$ cat config.mk
export PLATFORM = sky130hd
export DESIGN_NAME = spi_slave_sync
export DESIGN_NICKNAME = d
export VERILOG_FILES = /design/src/rtl/spi_slave_pkg.sv /design/src/rtl/spi_sync_in.sv /design/src/rtl/spi_shift_core.sv /design/src/rtl/spi_rx_buffer.sv /design/src/rtl/spi_slave_sync.sv
export SDC_FILE = /design/constraint.sdc
export NUM_CORES = 1
export LEC_CHECK = 0
export CAP_MARGIN = 20
export CORE_MARGIN = 4
export CORE_UTILIZATION = 49
export CTS_BUF_LIST = sky130_fd_sc_hd__clkbuf_16
export CTS_CLUSTER_DIAMETER = 40
export DETAILED_ROUTE_END_ITERATION = 16
export GPL_TIMING_DRIVEN = 0
export HOLD_SLACK_MARGIN = 0.15
export PLACE_DENSITY = 0.82
export RECOVER_POWER = 50
export SLEW_MARGIN = 20
export SYNTH_ARGS = -nofsm -noshare
export SYNTH_HDL_FRONTEND = slang
export SYNTH_SLANG_ARGS = --single-unit
export TNS_END_PERCENT = 20
$ cat constraint.sdc
create_clock -name clk -period 2 [get_ports clk]
set_clock_uncertainty 0.15 [all_clocks]
set_input_delay 0.5 -clock clk [delete_from_list [all_inputs] [get_ports clk]]
set_output_delay 0.5 -clock clk [all_outputs]
set_load 0.005 [all_outputs]
$ cat src/rtl/spi_slave_pkg.sv
package spi_slave_pkg;

    localparam logic [3:0] MODE_SEL_GATED = 4'b0100;
    localparam logic [3:0] MODE_ALWAYS_ON = 4'b0101;

    typedef struct packed {
        logic lead;
        logic trail;
    } sck_edge_t;

    typedef struct packed {
        logic ovf;
        logic wcol;
        logic done;
    } flags_t;

    function automatic logic cfg_legal(input logic [3:0] mode, input logic cke);
        return (mode == MODE_SEL_GATED) || ((mode == MODE_ALWAYS_ON) && !cke);
    endfunction

    function automatic sck_edge_t classify_edge(input logic now, input logic prev,
                                                input logic idle_hi);
        sck_edge_t e;
        logic rise, fall;
        rise = now & ~prev;
        fall = ~now & prev;
        e.lead  = idle_hi ? fall : rise;
        e.trail = idle_hi ? rise : fall;
        return e;
    endfunction

endpackage

$ cat src/rtl/spi_sync_in.sv
module spi_sync_in #(
    parameter int unsigned    W       = 3,
    parameter logic [W-1:0]   RST_VAL = '0
) (
    input  logic         clk,
    input  logic         rst,
    input  logic [W-1:0] d,
    output logic [W-1:0] q
);
    for (genvar i = 0; i < W; i++) begin : g_bit
        logic meta, stab;
        always_ff @(posedge clk) begin
            if (rst) begin
                meta <= RST_VAL[i];
                stab <= RST_VAL[i];
            end else begin
                meta <= d[i];
                stab <= meta;
            end
        end
        assign q[i] = stab;
    end
endmodule

$ cat src/rtl/spi_shift_core.sv
module spi_shift_core
    import spi_slave_pkg::*;
#(
    parameter int unsigned DW = 8
) (
    input  logic          clk,
    input  logic          rst,
    input  logic          run,
    input  logic          ckp,
    input  logic          cke,
    input  logic          sck_s,
    input  logic          sdi_s,
    input  logic          wr,
    input  logic [DW-1:0] wdata,
    output logic          sdo_bit,
    output logic          done,
    output logic [DW-1:0] rx_byte,
    output logic          wcol_evt
);
    localparam int unsigned CW = $clog2(DW);

    logic          sck_d;
    logic [CW-1:0] cnt;
    logic [DW-1:0] sr;
    sck_edge_t     edg;
    logic          sample, drive, last;

    assign edg    = classify_edge(sck_s, sck_d, ckp);
    assign sample = run & (cke ? edg.trail : edg.lead);
    assign drive  = run & (cke ? edg.lead : edg.trail);
    assign last   = (cnt == CW'(DW - 1));

    assign wcol_evt = wr & ((cnt != '0) | sample);

    always_ff @(posedge clk) begin
        if (rst) begin
            sck_d   <= 1'b0;
            cnt     <= '0;
            sr      <= '0;
            sdo_bit <= 1'b0;
            done    <= 1'b0;
            rx_byte <= '0;
        end else begin
            sck_d <= sck_s;
            done  <= sample & last;
            if (sample & last)
                rx_byte <= {sr[DW-2:0], sdi_s};
            if (!run)
                cnt <= '0;
            else if (sample) begin
                sr  <= {sr[DW-2:0], sdi_s};
                cnt <= last ? '0 : cnt + 1'b1;
            end
            if (drive)
                sdo_bit <= sr[DW-1];
            if (wr && !wcol_evt) begin
                sr      <= wdata;
                sdo_bit <= wdata[DW-1];
            end
        end
    end
endmodule

$ cat src/rtl/spi_rx_buffer.sv
module spi_rx_buffer
    import spi_slave_pkg::*;
#(
    parameter int unsigned DW = 8
) (
    input  logic          clk,
    input  logic          rst,
    input  logic          done,
    input  logic [DW-1:0] rx_byte,
    input  logic          wcol_evt,
    input  logic          rd,
    input  logic          clr,
    output logic [DW-1:0] rdata,
    output flags_t        flags
);
    logic unread;

    always_ff @(posedge clk) begin
        if (rst) begin
            rdata  <= '0;
            unread <= 1'b0;
            flags  <= '0;
        end else begin
            flags.done <= (flags.done & ~clr) | done;
            flags.wcol <= (flags.wcol & ~clr) | wcol_evt;
            flags.ovf  <= (flags.ovf  & ~clr) | (done & unread);
            if (done) begin
                if (!unread) begin
                    rdata  <= rx_byte;
                    unread <= 1'b1;
                end
            end else if (rd) begin
                unread <= 1'b0;
            end
        end
    end
endmodule

$ cat src/rtl/spi_slave_sync.sv
module spi_slave_sync
    import spi_slave_pkg::*;
#(
    parameter int unsigned DATA_W = 8
) (
    input  logic              clk,
    input  logic              rst,
    input  logic              sck_i,
    input  logic              sdi_i,
    input  logic              ss_n_i,
    input  logic              en_i,
    input  logic [3:0]        mode_i,
    input  logic              ckp_i,
    input  logic              cke_i,
    input  logic              wr_i,
    input  logic [DATA_W-1:0] wdata_i,
    input  logic              rd_i,
    input  logic              flag_clr_i,
    output logic              sdo_o,
    output logic              sdo_oe_o,
    output logic [DATA_W-1:0] rdata_o,
    output logic              done_flag_o,
    output logic              wcol_o,
    output logic              ovf_o
);
    logic [2:0]        pins_s;
    logic              sck_s, sdi_s, ss_n_s;
    logic              active, selected;
    logic              done_pulse, wcol_evt;
    logic [DATA_W-1:0] rx_byte;
    flags_t            flags;

    spi_sync_in #(.W(3), .RST_VAL(3'b100)) u_sync (
        .clk (clk),
        .rst (rst),
        .d   ({ss_n_i, sdi_i, sck_i}),
        .q   (pins_s)
    );
    assign {ss_n_s, sdi_s, sck_s} = pins_s;

    assign active   = en_i & cfg_legal(mode_i, cke_i);
    assign selected = (mode_i == MODE_ALWAYS_ON) | ~ss_n_s;
    assign sdo_oe_o = active & selected;

    spi_shift_core #(.DW(DATA_W)) u_core (
        .clk      (clk),
        .rst      (rst),
        .run      (sdo_oe_o),
        .ckp      (ckp_i),
        .cke      (cke_i),
        .sck_s    (sck_s),
        .sdi_s    (sdi_s),
        .wr       (wr_i),
        .wdata    (wdata_i),
        .sdo_bit  (sdo_o),
        .done     (done_pulse),
        .rx_byte  (rx_byte),
        .wcol_evt (wcol_evt)
    );

    spi_rx_buffer #(.DW(DATA_W)) u_buf (
        .clk      (clk),
        .rst      (rst),
        .done     (done_pulse),
        .rx_byte  (rx_byte),
        .wcol_evt (wcol_evt),
        .rd       (rd_i),
        .clr      (flag_clr_i),
        .rdata    (rdata_o),
        .flags    (flags)
    );

    assign done_flag_o = flags.done;
    assign wcol_o      = flags.wcol;
    assign ovf_o       = flags.ovf;
endmodule

==> flow_metrics.py, run 1 <==
metrics = {
    "timing": {
        "rsz0062_at_grt": "yes",
        "finalHoldViolCount": 0,
        "min_period_ns": 1.96,
        "drv_slew": 0,
        "setup_violations": 0,
        "setup_ws_ns": 0.0357,
        "fmax_mhz": 509,
        "period_share": 0.982,
        "relSlewSlack": 0.684,
        "tightestPinTransition_ns": 0.474,
    },
    "synth": {
        "yosysWarnings": 0,
        "synth_cell_types": 30,
        "synth_edf_count": 0,
        "syn_inst": 183,
        "synth-seq-cells": 40,
        "syn_avg_cell_area_sq_um": 9.07,
        "ys.flop_type": "dfxtp_1",
        "ys_seq_area_frac": 0.483,
        "synth_area_sq_um": 1660,
        "synth_nets": 209,
        "synthArstFlopShare": 0,
    },
    "clock_network": {
        "cts_buffers": 5,
        "clkLatencyLatePin_ns": 0.28,
        "path_clk_slew_ns": 0.06,
        "h-tree-depth": 2,
        "clkSinkCount": 40,
        "root_buffer": "clkbuf_16",
        "cts_max_path_buffers": 2,
        "cts_tree": "yes",
    },
    "critical_path": {
        "crit-reg2reg-launch": "u_core.cnt[0]",
        "crit_type": "in -> reg",
        "cp_slowest_stage_delay_ns": 0.33,
        "crit_fanout": 10,
        "reg2reg_depth": 6,
        "endpoint_kind": "flip-flop",
        "cp_common_cell": "buf_4",
        "crit_path_cell_trace": "clkdlybuf4s15_1 > and4bb_2 > nand2_2 > buf_4 > buf_4 > buf_4 > buf_2 > nor3_1 > a211oi_1",
        "required_ns": 2.00,
        "cpMaxStageDelayCell": "and4bb_2",
        "cp-start-kind": "input port",
        "arrival_ns": 1.96,
        "timing.rr.end": "u_core.rx_byte[7]",
        "regToRegSetupSlack_ns": 0.16,
    },
    "power_and_ir_drop": {
        "max-vdd-ir-drop_mv": 0.578,
        "p_per_area_nw_per_um2": 799,
        "total_power_mw": 1.84,
        "p_leak_nw": 0.876,
    },
    "floorplanning": {
        "io_pins": 36,
        "rows": 20,
        "start_util": 0.526,
        "dieArea_sq_um": 4380,
        "fp.dieW_microns": 66.2,
        "fp.dieH_microns": 66.2,
        "core_area_sq_um": 3150,
    },
    "cells_and_area": {
        "regArea_sq_um": 801,
        "syn2layout_area_growth_pct": 38.5,
        "multi_input_area_sq_um": 811,
        "diodes": 0,
        "drive_above_1_share": 0.172,
        "fillers": 234,
        "final_cell_mix": "dfxtp_1 (40), a21oi_1 (20), nand2_1 (18), clkdlybuf4s50_1 (18), mux2i_1 (10)",
        "final_cells": 276,
        "layout_commonest_cell": "dfxtp_1",
        "num-nets-final": 257,
    },
    "drt": {
        "routedWlPerCell_microns": 14.2,
        "vias": 1470,
        "drtPass1Iterations": 4,
        "postRouteAntennaNets": 0,
        "avgViaCountPerCell": 5.33,
        "drc": 0,
        "wirelength_mm": 3.92,
        "drtIter0Drc": 71,
    },
    "grt": {
        "grt_pass1_wl_mm": 6.56,
        "antenna_found_initial": 0,
        "grtUsageTotal": 0.200,
        "grt_max_degree": 13,
        "grt_pass1_vias": 1444,
        "overflow": 0,
    },
    "placement": {
        "io_buffers": 34,
        "hpwl_mm": 2.52,
        "dp.cells": 261,
        "gp_congestion": 0.839,
        "pre_cts_ws_ns": -1.01,
    },
    "min_path": {
        "hold_path_class": "reg -> reg",
        "holdPathStages": 1,
        "hp-start": "u_sync.g_bit[2].meta",
        "hold_path_end": "u_sync.g_bit[2].stab",
    },
    "outcome": {
        "status": "complete, no violations",
    },
    "flow_run": {
        "drv_cap": 0,
    },
}
## worst max-delay path by stage
stage               startpoint           endpoint  slack, ns
floorplan            mode_i[1]           sdo_oe_o       0.16
global placement     mode_i[0]           sdo_oe_o      -1.00
detailed placement   mode_i[0]           sdo_oe_o      -1.01
CTS                      cke_i           sdo_oe_o      0.009
global route             ckp_i  u_core.rx_byte[1]      -0.07
finish               mode_i[1]       u_core.sr[2]       0.04
## sequential cells by signal, summed over array words and instances, names as in the netlist, 3 cells and up
signal and count:
u_buf.rdata 8, u_core.rx_byte 8, u_core.sr 8, u_buf.flags 3
u_core.cnt 3, u_sync.g_bit.meta 3, u_sync.g_bit.stab 3
## cell usage after synthesis (all sizes together) (2+ instances only)
cell type | n | area [sq um]
nand2b | 3 | 18.8
nor3 | 8 | 40.0
inv | 7 | 26.3
o21ai | 12 | 60.1
nor2 | 5 | 18.8
mux2i | 11 | 110
ha | 3 | 37.5
dfxtp | 40 | 801
or2 | 2 | 12.5
nor2b | 7 | 43.8
nand4 | 8 | 50.1
a211oi | 8 | 60.1
nand3 | 4 | 20.0
buf | 4 | 22.5
a21oi | 21 | 105
mux2 | 2 | 30.0
nand2 | 20 | 75.1
clkbuf | 9 | 35.0
## metrics by stage
step	hold WS [ns]	setup TNS (ns)	area (sq um)	util
final	0.258	0	2300	0.729
after global routing	0.273	-0.181	2300	0.729
after CTS	0.261	0	2290	0.725
after detailed placement	0.247	-9.32	2050	0.652
after global placement	0.246	-9.10	2050	0.652
after floorplan	0.239	0	1660	-
## cell families (layout without fill, tap and decap cells)
group,count (synthesis),in the layout,synth area share
multiplexers,13,13,0.0845
flip-flops,40,40,0.483
AO/OA/AOI/OAI,45,45,0.161
XOR/XNOR,1,1,0.00981
buffers and inverters,20,69,0.0505
adder cells (fa/ha/maj),3,3,0.0226
AND/OR/NAND/NOR,61,61,0.189
## metal layers
| layer | track usage | wire length, microns | vias up |
|---|---|---|---|
| met3 | 0.0663 | 271 | 9 |
| met1 | 0.250 | 1730 | 674 |
| met4 | 0.0914 | 93 | 0 |
| met5 | 0 | 0 | - |
| li1 | - | - | 738 |
| met2 | 0.311 | 1830 | 49 |
## timing repair
| action | CTS | global route |
|---|---|---|
| gates cloned | 0 | 0 |
| setup endpoints to repair | 23 | 15 |
| buffers inserted | 7 | 1 |
| gates resized for setup | 24 | 12 |
| endpoints found under the hold margin | 0 | 0 |
| hold buffers | 0 | 0 |
| pin swaps | 4 | 2 |
## report_power, final
part / leakage [nW] / switching (mW) / internal (mW) / total [mW]
combinational: 0.472 / 0.0619 / 0.0738 / 0.136
sequential: 0.325 / 0.0111 / 0.815 / 0.826
clock: 0.0789 / 0.295 / 0.579 / 0.874
## worst max-delay path: cells and delay by family
family                 cells  cell delay, ns
AOI/OAI and AO/OA          1            0.07
and+or+nand+nor            3            0.61
buffers and inverters      5            0.77
## final cells by class
cell class | instances | share of cell area
well taps | 44 | 0.0240
inverters | 7 | 0.0114
clock inverters | 3 | 0.0163
flip-flops and latches | 40 | 0.348
multi-input cells | 123 | 0.353
clock buffers | 5 | 0.0544
plain buffers | 12 | 0.0240
repair buffers | 42 | 0.169
Note: power is estimated with default switching activity, not from simulation.
==> run 2, diff against run 1 <==
Settings changed: CORE_UTILIZATION 49 to 50, SYNTH_HIERARCHICAL from default to 1.
==> run 2 against run 1 <==
Net effect: sequential share of layout area is 2.8 points lower; via count is 6.3% lower; sequential power hardly changed; critical path depth is 3 lower; the run now ends with negative setup slack left.
==> flow_metrics.py, run 2 <==
metrics = {
    "floorplanning": {
        "core_area_sq_um": 3420,
        "dieArea_sq_um": 4640,
        "fp.dieW_microns": 68.1,
        "start_util": 0.529,
        "io_pins": 36,
        "rows": 21,
        "fp.dieH_microns": 68.1,
    },
    "cells_and_area": {
        "fillers": 255,
        "final_cell_mix": "dfxtp_1 (40), nand2b_1 (29), clkdlybuf4s50_1 (27)",
        "utilization": 0.731,
        "diodes": 0,
        "drive_above_1_share": 0.199,
        "syn2layout_area_growth_pct": 38.2,
        "reg_top3": "u_buf/rdata (8), u_core/rx_byte (8), u_core/sr (8)",
        "finalInstanceArea_sq_um": 2500,
        "num-nets-final": 256,
        "layout_commonest_cell": "dfxtp_1",
    },
    "critical_path": {
        "endpoint_kind": "flip-flop",
        "cp-start-kind": "input port",
        "crit_type": "in -> reg",
        "crit_fanout": 8,
        "crit-reg2reg-launch": "u_sync/g_bit[2].stab",
        "arrival_ns": 2.07,
        "required_ns": 2.06,
        "crit_path_start": "ckp_i",
    },
    "drt": {
        "wirelength_mm": 3.77,
        "drc": 0,
        "postRouteAntennaNets": 0,
        "vias": 1378,
        "drtPass1Iterations": 4,
        "drtIter0Drc": 82,
        "routedWlPerCell_microns": 13.6,
        "avgViaCountPerCell": 4.97,
    },
    "flow_run": {
        "drv_cap": 0,
    },
    "power_and_ir_drop": {
        "pwr-share-clk": 0.480,
        "internal-power_mw": 1.48,
        "max-vdd-ir-drop_mv": 0.619,
        "p_per_area_nw_per_um2": 745,
        "total_power_mw": 1.86,
        "seq_power_share": 0.446,
        "p_switching_uw": 375,
        "p_leak_nw": 0.955,
        "power_frac_comb": 0.074,
        "switching_share": 0.202,
    },
    "synth": {
        "synth_edf_count": 0,
        "syn_avg_cell_area_sq_um": 9.82,
        "synthArstFlopShare": 0,
        "yosys-top-cells-count": "dfxtp_1 (40), nand2b_1 (29), mux2i_1 (18)",
        "synth-seq-cells": 40,
        "netlist_top_cells_area": "dfxtp_1 (44%), nand2b_1 (10%), mux2i_1 (10%)",
        "synth_nets": 210,
        "synth_top_area_frac": 0.443,
        "yosysMostFrequentCell": "dfxtp_1",
        "syn_inst": 184,
        "yosysWarnings": 6,
        "ys_seq_area_frac": 0.443,
        "synth_top_cell_by_area": "dfxtp_1",
        "synth_area_sq_um": 1810,
        "synth_cell_types": 30,
        "ys.flop_type": "dfxtp_1",
    },
    "placement": {
        "pre_cts_ws_ns": -0.734,
        "io_buffers": 35,
        "gp_congestion": 0.740,
        "post_dp_cell_area_sq_um": 2220,
        "hpwl_mm": 2.44,
    },
    "min_path": {
        "hold_path_class": "reg -> reg",
        "hp-start": "u_sync/g_bit[2].meta",
    },
    "clock_network": {
        "path_clk_slew_ns": 0.06,
        "cts_max_path_buffers": 2,
        "clkSinkCount": 40,
        "root_buffer": "clkbuf_16",
        "clkLatencyLatePin_ns": 0.28,
        "cts_buffers": 5,
        "cts_tree": "yes",
        "h-tree-depth": 2,
        "cts.hold.buffers_added": 0,
    },
    "grt": {
        "grt_max_degree": 14,
        "overflow": 0,
        "grt_pass1_wl_mm": 6.09,
        "antenna_found_initial": 0,
        "grtUsageTotal": 0.181,
        "grt_pass1_vias": 1315,
    },
    "timing": {
        "fin_tns_setup_ns": -0.0253,
        "drv_slew": 0,
        "tightestPinTransition_ns": 0.377,
        "rsz0062_at_grt": "yes",
        "min_period_ns": 2.01,
        "fmax_mhz": 497,
        "setup_ws_ns": -0.0121,
        "finalHoldViolCount": 0,
        "setup_violations": 4,
        "relSlewSlack": 0.749,
        "period_share": 1.01,
    },
    "outcome": {
        "violations": "negative setup slack",
        "status": "complete, but fails checks",
    },
}
-- run 2: changes by cell type in the layout (fill, tap and decap cells not counted), sizes merged, moves of 7 or more --
cell,before,now
nand2,20,4
a21oi,21,6
nand4,8,0
nor3,8,1
nor2,5,12
mux2i,11,18
dlygate4sd3,8,0
nand2b,3,29
clkdlybuf4s50,18,27
nand4bb,0,9
-- run 2: cell families after synthesis --
group / count (synthesis) / share of synthesized area
buffers and inverters: 22 / 0.0623
flip-flops: 40 / 0.443
AO/OA/AOI/OAI: 29 / 0.0997
XOR/XNOR: 1 / 0.00485
multiplexers: 19 / 0.108
AND/OR/NAND/NOR: 70 / 0.261
adder cells (fa/ha/maj): 3 / 0.0208
-- run 2: power by group through the flow --
| stage | sequential [mW] | combinational (mW) | clock (mW) |
|---|---|---|---|
| finish | 0.829 | 0.137 | 0.893 |
| global route | 0.830 | 0.149 | 0.939 |
| CTS | 0.827 | 0.132 | 0.907 |
| detailed placement | 0.843 | 0.128 | 0 |
| global placement | 0.843 | 0.126 | 0 |
| floorplan | 0.840 | 0.0659 | 0 |
-- run 2: final cells by class --
| cell class | instances | area [sq um] | share of cell area |
|---|---|---|---|
| inverters | 9 | 33.8 | 0.0135 |
| clock buffers | 5 | 125 | 0.0501 |
| clock inverters | 3 | 42.5 | 0.0170 |
| plain buffers | 12 | 80.1 | 0.0321 |
| multi-input cells | 122 | 973 | 0.390 |
| well taps | 46 | 57.6 | 0.0231 |
| repair buffers | 40 | 383 | 0.153 |
| flip-flops and latches | 40 | 801 | 0.321 |
-- run 2: worst max-delay path: stages --
cell and delay (ns):
clkdlybuf4s50_1 0.44, xnor2_2 0.23, mux2_4 0.37, buf_12 0.15, nor2_8 0.17, mux2i_1 0.21
-- run 2: timing repair --
action                     4_1_cts  5_1_grt
gates cloned                     0        0
pin swaps                        3        3
buffers inserted                 4        1
gates resized for setup         29       15
setup endpoints to repair       24       22
-- run 2: final timing paths --
| kind | depth (start not counted) | end | slack, ns |
|---|---|---|---|
| worst min register to register | 1 | u_sync/g_bit[2].stab | 0.26 |
| worst max-delay path | 6 | u_core/rx_byte[3] | -0.01 |
| worst min-delay path | 1 | u_sync/g_bit[2].stab | 0.26 |
| worst max register to register | 8 | u_core/rx_byte[3] | 0.07 |
-- run 2: per-stage QoR --
| stage | hold WS [ns] | cells |
|---|---|---|
| after floorplan | 0.233 | 184 |
| after global placement | 0.237 | 265 |
| after detailed placement | 0.242 | 265 |
| after CTS | 0.256 | 277 |
| after global routing | 0.262 | 277 |
| final | 0.255 | 277 |
-- run 2: layer usage --
metal / share of wire / up-vias / wire length, microns / GRT usage
li1: - / 717 / - / -
met1: 0.47 / 628 / 1770 / 0.220
met2: 0.47 / 26 / 1770 / 0.294
met3: 0.046 / 7 / 175 / 0.0608
met4: 0.015 / 0 / 58 / 0.0670
met5: 0 / - / 0 / 0
